<file path="src/rtl/lsu_fmt_pkg.sv">
// Package: shared widths, access-size and response-code types for the
// load/store lane formatter. Assumes a 32-bit data path of byte lanes.
package lsu_fmt_pkg;
    localparam int DATA_W = 32;
    localparam int LANES  = DATA_W / 8;
    localparam int OFF_W  = $clog2(LANES);

    typedef enum logic [1:0] {
        SZ_BYTE = 2'd0,
        SZ_HALF = 2'd1,
        SZ_WORD = 2'd2,
        SZ_WIDE = 2'd3
    } acc_size_t;

    typedef enum logic [1:0] {
        EXC_NONE        = 2'd0,
        EXC_LOAD_ALIGN  = 2'd1,
        EXC_STORE_ALIGN = 2'd2
    } exc_code_t;
endpackage

</file>
<file path="src/rtl/lsu_align_chk.sv">
// Module: alignment checker. Flags a halfword with an odd address and a
// word (or reserved size) whose address is not a multiple of four.
// Assumes byte accesses are always legal.
module lsu_align_chk
    import lsu_fmt_pkg::*;
(
    input  logic [1:0]       size,
    input  logic [OFF_W-1:0] off,
    output logic             misaligned
);
    // Decide misalignment from size and low address bits.
    always_comb begin
        unique case (acc_size_t'(size))
            SZ_BYTE: misaligned = 1'b0;
            SZ_HALF: misaligned = off[0];
            default: misaligned = |off;
        endcase
    end
endmodule

</file>
<file path="src/rtl/lsu_store_lanes.sv">
// Module: store lane placement. Produces per-lane enables and data for an
// aligned store. Assumes the caller has already rejected misaligned
// accesses; lane k is the byte at word address + k.
module lsu_store_lanes
    import lsu_fmt_pkg::*;
(
    input  logic [1:0]        size,
    input  logic [OFF_W-1:0]  off,
    input  logic [DATA_W-1:0] wdata,
    output logic [LANES-1:0]  be,
    output logic [DATA_W-1:0] lane_data
);
    for (genvar g = 0; g < LANES; g++) begin : g_lane
        // Choose enable and byte for lane g by access size.
        always_comb begin
            unique case (acc_size_t'(size))
                SZ_BYTE: begin
                    be[g]           = (off == OFF_W'(g));
                    lane_data[8*g +: 8] = wdata[7:0];
                end
                SZ_HALF: begin
                    be[g] = (off[OFF_W-1:1] == OFF_W'(g) >> 1);
                    // Lower-address byte of a halfword is its high byte.
                    lane_data[8*g +: 8] = (g % 2 == 0) ? wdata[15:8] : wdata[7:0];
                end
                default: begin
                    be[g]               = 1'b1;
                    lane_data[8*g +: 8] = wdata[8*g +: 8];
                end
            endcase
        end
    end
endmodule

</file>
<file path="src/rtl/lsu_load_extract.sv">
// Module: load extraction. Selects the addressed bytes of a read word,
// orders them (halfword big-endian inside, word little-endian) and
// extends to 32 bits. Assumes an aligned offset.
module lsu_load_extract
    import lsu_fmt_pkg::*;
(
    input  logic [DATA_W-1:0] word,
    input  logic [1:0]        size,
    input  logic [OFF_W-1:0]  off,
    input  logic              sgn,
    output logic [DATA_W-1:0] value
);
    logic [7:0] lanes [LANES];

    for (genvar g = 0; g < LANES; g++) begin : g_unpack
        assign lanes[g] = word[8*g +: 8];
    end

    logic [7:0]  sel_byte;
    logic [15:0] sel_half;

    // Pick the addressed byte and the addressed halfword.
    always_comb begin
        sel_byte = lanes[off];
        sel_half = {lanes[{off[OFF_W-1:1], 1'b0}], lanes[{off[OFF_W-1:1], 1'b1}]};
    end

    // Extend the selected field to the full register width.
    always_comb begin
        unique case (acc_size_t'(size))
            SZ_BYTE: value = {{(DATA_W-8){sgn & sel_byte[7]}}, sel_byte};
            SZ_HALF: value = {{(DATA_W-16){sgn & sel_half[15]}}, sel_half};
            default: value = word;
        endcase
    end
endmodule

</file>
<file path="src/rtl/lsu_lane_fmt.sv">
// Module: load/store lane formatter top. Accepts one request per cycle,
// issues the memory access in the accept cycle, and answers one cycle
// later with formatted data or an alignment error. Assumes the memory
// returns read data one cycle after mem_en.
module lsu_lane_fmt
    import lsu_fmt_pkg::*;
#(
    parameter int ADDR_W = 32
) (
    input  logic              clk,
    input  logic              rst_n,
    input  logic              req_valid,
    output logic              req_ready,
    input  logic              req_store,
    input  logic [1:0]        req_size,
    input  logic              req_signed,
    input  logic [ADDR_W-1:0] req_addr,
    input  logic [31:0]       req_wdata,
    output logic              rsp_valid,
    output logic [31:0]       rsp_rdata,
    output logic [1:0]        rsp_code,
    output logic [ADDR_W-1:0] bad_addr,
    output logic              mem_en,
    output logic              mem_we,
    output logic [ADDR_W-3:0] mem_addr,
    output logic [3:0]        mem_be,
    output logic [31:0]       mem_wdata,
    input  logic [31:0]       mem_rdata
);
    logic             ready_q;
    logic             accept;
    logic             misaligned;
    logic [LANES-1:0] st_be;
    logic [31:0]      st_data;
    logic [31:0]      ld_value;

    logic             rsp_q;
    exc_code_t        code_q;
    logic             store_q;
    logic [1:0]       size_q;
    logic [OFF_W-1:0] off_q;
    logic             sgn_q;
    logic [ADDR_W-1:0] bad_q;

    lsu_align_chk u_align (
        .size       (req_size),
        .off        (req_addr[OFF_W-1:0]),
        .misaligned (misaligned)
    );

    lsu_store_lanes u_store (
        .size      (req_size),
        .off       (req_addr[OFF_W-1:0]),
        .wdata     (req_wdata),
        .be        (st_be),
        .lane_data (st_data)
    );

    lsu_load_extract u_load (
        .word  (mem_rdata),
        .size  (size_q),
        .off   (off_q),
        .sgn   (sgn_q),
        .value (ld_value)
    );

    // Handshake: accept whenever ready is up.
    assign accept = req_valid & ready_q;

    // Memory port: only aligned accepted requests reach memory.
    always_comb begin
        mem_en    = accept & ~misaligned;
        mem_we    = mem_en & req_store;
        mem_be    = mem_we ? st_be : '0;
        mem_wdata = st_data;
        mem_addr  = req_addr[ADDR_W-1:OFF_W];
    end

    // Ready rises one cycle after reset is released.
    always_ff @(posedge clk) begin
        if (!rst_n) ready_q <= 1'b0;
        else        ready_q <= 1'b1;
    end

    // Capture per-request context for the response cycle.
    always_ff @(posedge clk) begin
        if (!rst_n) begin
            rsp_q   <= 1'b0;
            code_q  <= EXC_NONE;
            store_q <= 1'b0;
            size_q  <= 2'd0;
            off_q   <= '0;
            sgn_q   <= 1'b0;
        end else begin
            rsp_q <= accept;
            if (accept) begin
                code_q  <= misaligned ? (req_store ? EXC_STORE_ALIGN : EXC_LOAD_ALIGN)
                                      : EXC_NONE;
                store_q <= req_store;
                size_q  <= req_size;
                off_q   <= req_addr[OFF_W-1:0];
                sgn_q   <= req_signed;
            end
        end
    end

    // Record the faulting address of a misaligned access.
    always_ff @(posedge clk) begin
        if (!rst_n)                   bad_q <= '0;
        else if (accept && misaligned) bad_q <= req_addr;
    end

    // Response: data for a good load, code for a fault, never both.
    always_comb begin
        rsp_valid = rsp_q;
        rsp_code  = rsp_q ? code_q : EXC_NONE;
        rsp_rdata = (rsp_q && code_q == EXC_NONE && !store_q) ? ld_value : '0;
        req_ready = ready_q;
        bad_addr  = bad_q;
    end
endmodule

</file>
<file path="config.mk">
export PLATFORM = sky130hd
export DESIGN_NAME = lsu_lane_fmt
export DESIGN_NICKNAME = d
export VERILOG_FILES = /design/src/rtl/lsu_fmt_pkg.sv /design/src/rtl/lsu_align_chk.sv /design/src/rtl/lsu_store_lanes.sv /design/src/rtl/lsu_load_extract.sv /design/src/rtl/lsu_lane_fmt.sv
export SDC_FILE = /design/constraint.sdc
export NUM_CORES = 1
export LEC_CHECK = 0
export ABC_AREA = 1
export ABC_CLOCK_PERIOD_IN_PS = 1360
export BUFFER_PORTS_ARGS = -buffer_cell sky130_fd_sc_hd__buf_4
export CORE_MARGIN = 1
export CORE_UTILIZATION = 39
export DETAILED_ROUTE_END_ITERATION = 6
export PLACE_DENSITY = 0.81
export RECOVER_POWER = 50
export SLEW_MARGIN = 25
export SYNTH_ARGS = -nofsm -noshare
export SYNTH_HDL_FRONTEND = slang
export SYNTH_HIERARCHICAL = 1
export SYNTH_SLANG_ARGS = --single-unit
</file>
<file path="constraint.sdc">
create_clock -name clk -period 1.36 [get_ports clk]
set_input_delay 0.34 -clock clk [delete_from_list [all_inputs] [get_ports clk]]
set_output_delay 0.34 -clock clk [all_outputs]
set_load 0.1 [all_outputs]
</file>
==> flow_metrics.env <==
export IMPL_yosysWarnings=6
export IMPL_violations="negative setup slack"
export IMPL_placementRows=34
export IMPL_internal_power_mw=2.99
export IMPL_rsz0062_at_grt="yes"
export IMPL_postRouteAntennaNets=0
export IMPL_fin_ws_ns=-0.893
export IMPL_min_period_ns=2.25
export IMPL_cellPowerDensity_mw_per_mm2=795
export IMPL_hold_class="primary input to flip-flop"
export IMPL_required_ns=1.02
export IMPL_drc_errors=0
export IMPL_drive_gt1_share_pct=60.0
export IMPL_p_clk_share_pct=13.5
export IMPL_fillers=250
export IMPL_die_w_um=97.1
export IMPL_syn_num_nets=725
export IMPL_initial_core_util_pct=40.4
export IMPL_ios=239
export IMPL_synth_seq_area_share_pct=23.8
export IMPL_synth_cells=622
export IMPL_worstMarginPinSlew_ns=1.15
export IMPL_drt_iter0_markers=640
export IMPL_criticalPathCategory="flip-flop to primary output"
export IMPL_grt_pass1_vias=5742
export IMPL_vias=6253
export IMPL_synth_edf_count=0
export IMPL_clk_pin_slew_ns=0.10
export IMPL_slew_violations=0
export IMPL_p_comb_share_pct=65.6
export IMPL_cts_tree="yes"
export IMPL_status="complete, but fails checks"
export IMPL_synth_cell_types=26
export IMPL_insertion_delay_ns=0.31
export IMPL_nets=991
export IMPL_multiInputGateArea_mm2=0.00316
export IMPL_synth_area_leaders="nand2_1 (24%), dfxtp_1 (24%), nor2_1 (12%)"
export IMPL_grt_pass1_wl_um=30300
export IMPL_cts_buffers=5
export IMPL_dr_pass1_iters=7
export IMPL_cts_sinks=42
export IMPL_hpwl_um=10300
export IMPL_vdd_ir_drop_max_v=0.000816
export IMPL_max_stage_delay_ns=0.41
export IMPL_seq_power_share_pct=20.9
export IMPL_power_switching_share_pct=54.1
export IMPL_grt_usage_pct=40.9
export IMPL_worstPathArrival_ns=1.91
export IMPL_gp_congestion=0.935
export IMPL_dp_slack_ns=-0.527
export IMPL_antenna_found_initial=1
export IMPL_finalWirelength_um=26000
export IMPL_hold_viol_final=0
export IMPL_overflow=0
export IMPL_synth_common_cells="nand2_1 (229), nor2_1 (115), inv_1 (80)"
export IMPL_finalSetupViolCount=109
export IMPL_synth_seq_cells=42
export IMPL_root_buffer="clkbuf_8"
export IMPL_path_max_fanout=6
export IMPL_cp_start_kind="flip-flop"
export IMPL_worst_path_max_delay_cell="dfxtp_4"
export IMPL_slew_headroom_pct=23.2
export IMPL_power_switching_mw=3.52
export IMPL_layout_area_seq_um2=856
export IMPL_wl_per_cell_um=26.0
export IMPL_yosysMostFrequentCell="nand2_1"
export IMPL_vias_per_cell=6.27
export IMPL_cp_cell_sequence="inv_4, buf_4, or2_4, o211ai_1, nand3_1, inv_2, nor2_4, buf_12"
export IMPL_fin_crit_sh_pct=166
export IMPL_synth_ff_type="dfxtp_1"
export IMPL_portBuffers=238
export IMPL_htree_levels=2
export IMPL_finalSetupTns_ns=-37.16
export IMPL_syn_avg_cell_area_um2=5.67
export IMPL_leakage_nw=4.10
export IMPL_grt_max_degree=49
export IMPL_dieArea_mm2=0.00943
export IMPL_maxCapViolations=0
export IMPL_fp_dieH_um=97.1
export IMPL_async_flop_share_pct=0
export IMPL_syn_to_final_growth_pct=132
export IMPL_synth_top_area_share_pct=24.4
export IMPL_fmax_mhz=444
export IMPL_synth_top_area_cell="nand2_1"
export IMPL_end_kind="primary output"
export IMPL_synth_cell_area_mm2=0.00353
export IMPL_core_mm2=0.00872
export IMPL_cts_max_path_buffers=2
export IMPL_clock_skew_final_ns=0.00406
-- worst max-delay path: cells and delay by family, from the launching register on --
family | cells | cell delay, ns
AND/OR/NAND/NOR | 3 | 0.51
flip-flops | 1 | 0.41
AO/OA/AOI/OAI | 1 | 0.14
buffers and inverters | 4 | 0.53
-- power groups by stage --
stage	clock [mW]	sequential, mW	combinational (mW)
final	0.879	1.36	4.27
after global routing	0.893	1.37	4.36
after CTS	0.830	1.34	3.84
after detailed placement	0	1.37	3.29
after global placement	0	1.36	3.24
after floorplan	0	1.77	2.09
-- state kept, by name, indices dropped and copies added, names as in the netlist --
register   flops
req_ready      1
rsp_valid      1
off_q          2
size_q         2
sgn_q          1
code_q         2
bad_addr      32
store_q        1
-- final timing paths --
check	from	to	slack, ns	cells after the start
worst max-delay path	off_q[1]	rsp_rdata[4]	-0.89	8
worst min-delay path	req_addr[25]	bad_addr[25]	0.28	3
worst max register to register	req_ready	bad_addr[0]	-0.10	7
worst min register to register	store_q	store_q	0.51	2
-- stage by stage --
step / power, mW / instance area, um2 / cells / hold WS (ns) / utilization, %
2_1_floorplan: 3.87 / 4340 / 622 / 0.368 / -
3_3_place_gp: 4.61 / 6350 / 962 / 0.456 / 72.8
3_5_place_dp: 4.66 / 6350 / 962 / 0.460 / 72.8
4_1_cts: 6.01 / 7930 / 986 / 0.262 / 90.9
5_1_grt: 6.62 / 8190 / 997 / 0.289 / 94.0
6_report: 6.51 / 8200 / 998 / 0.282 / 94.0
-- repair_timing --
item / in CTS / in global routing
cloned: 2 / 3
pin swaps: 39 / 31
buffers inserted: 15 / 9
gates resized for setup: 329 / 56
endpoints found under the setup margin: 74 / 95
hold buffers: 0 / 0
-- layer usage --
metal  track usage [%]  share of wire, %  wire length [um]  up-vias
li1                  -                 -                 -     2361
met1              38.2                28              7390     2808
met2              77.7                46             12000      743
met3              7.84                12              3070      341
met4              31.3                14              3540        0
met5                 0                 0                 0        -
-- placed cells by master, fill, tap and decap left out, types with 9 or more instances in the layout --
master    instances
buf_4           169
nor2_4           39
nand2_1         167
clkbuf_2         30
nand2_4          29
dfxtp_1          36
inv_2            30
nand2_8          25
nand3_2          19
buf_6            20
inv_1            47
buf_12           89
nand3_4          23
nor2_1           73
nand2_2          15
nand3_1           9
o21ai_0           9
-- cell type report --
class / instances / area share [%]
sequential: 42 / 10.4
antenna: 1 / 0.0305
clock buffer: 5 / 0.840
multi-input combinational: 434 / 38.6
inverter: 85 / 4.30
tap: 108 / 1.65
clock inverter: 3 / 0.229
timing repair buffer: 320 / 43.9
-- cell families (layout without fill, tap and decap cells) --
logic type,count (synthesis),count (layout),synth area share [%]
other,0,1,0
buffers and inverters,146,413,21.4
and+or+nand+nor,414,414,51.4
DFF,42,42,23.8
AOI/OAI and AO/OA,20,20,3.37
No activity file was read; power rests on OpenSTA's default activity.
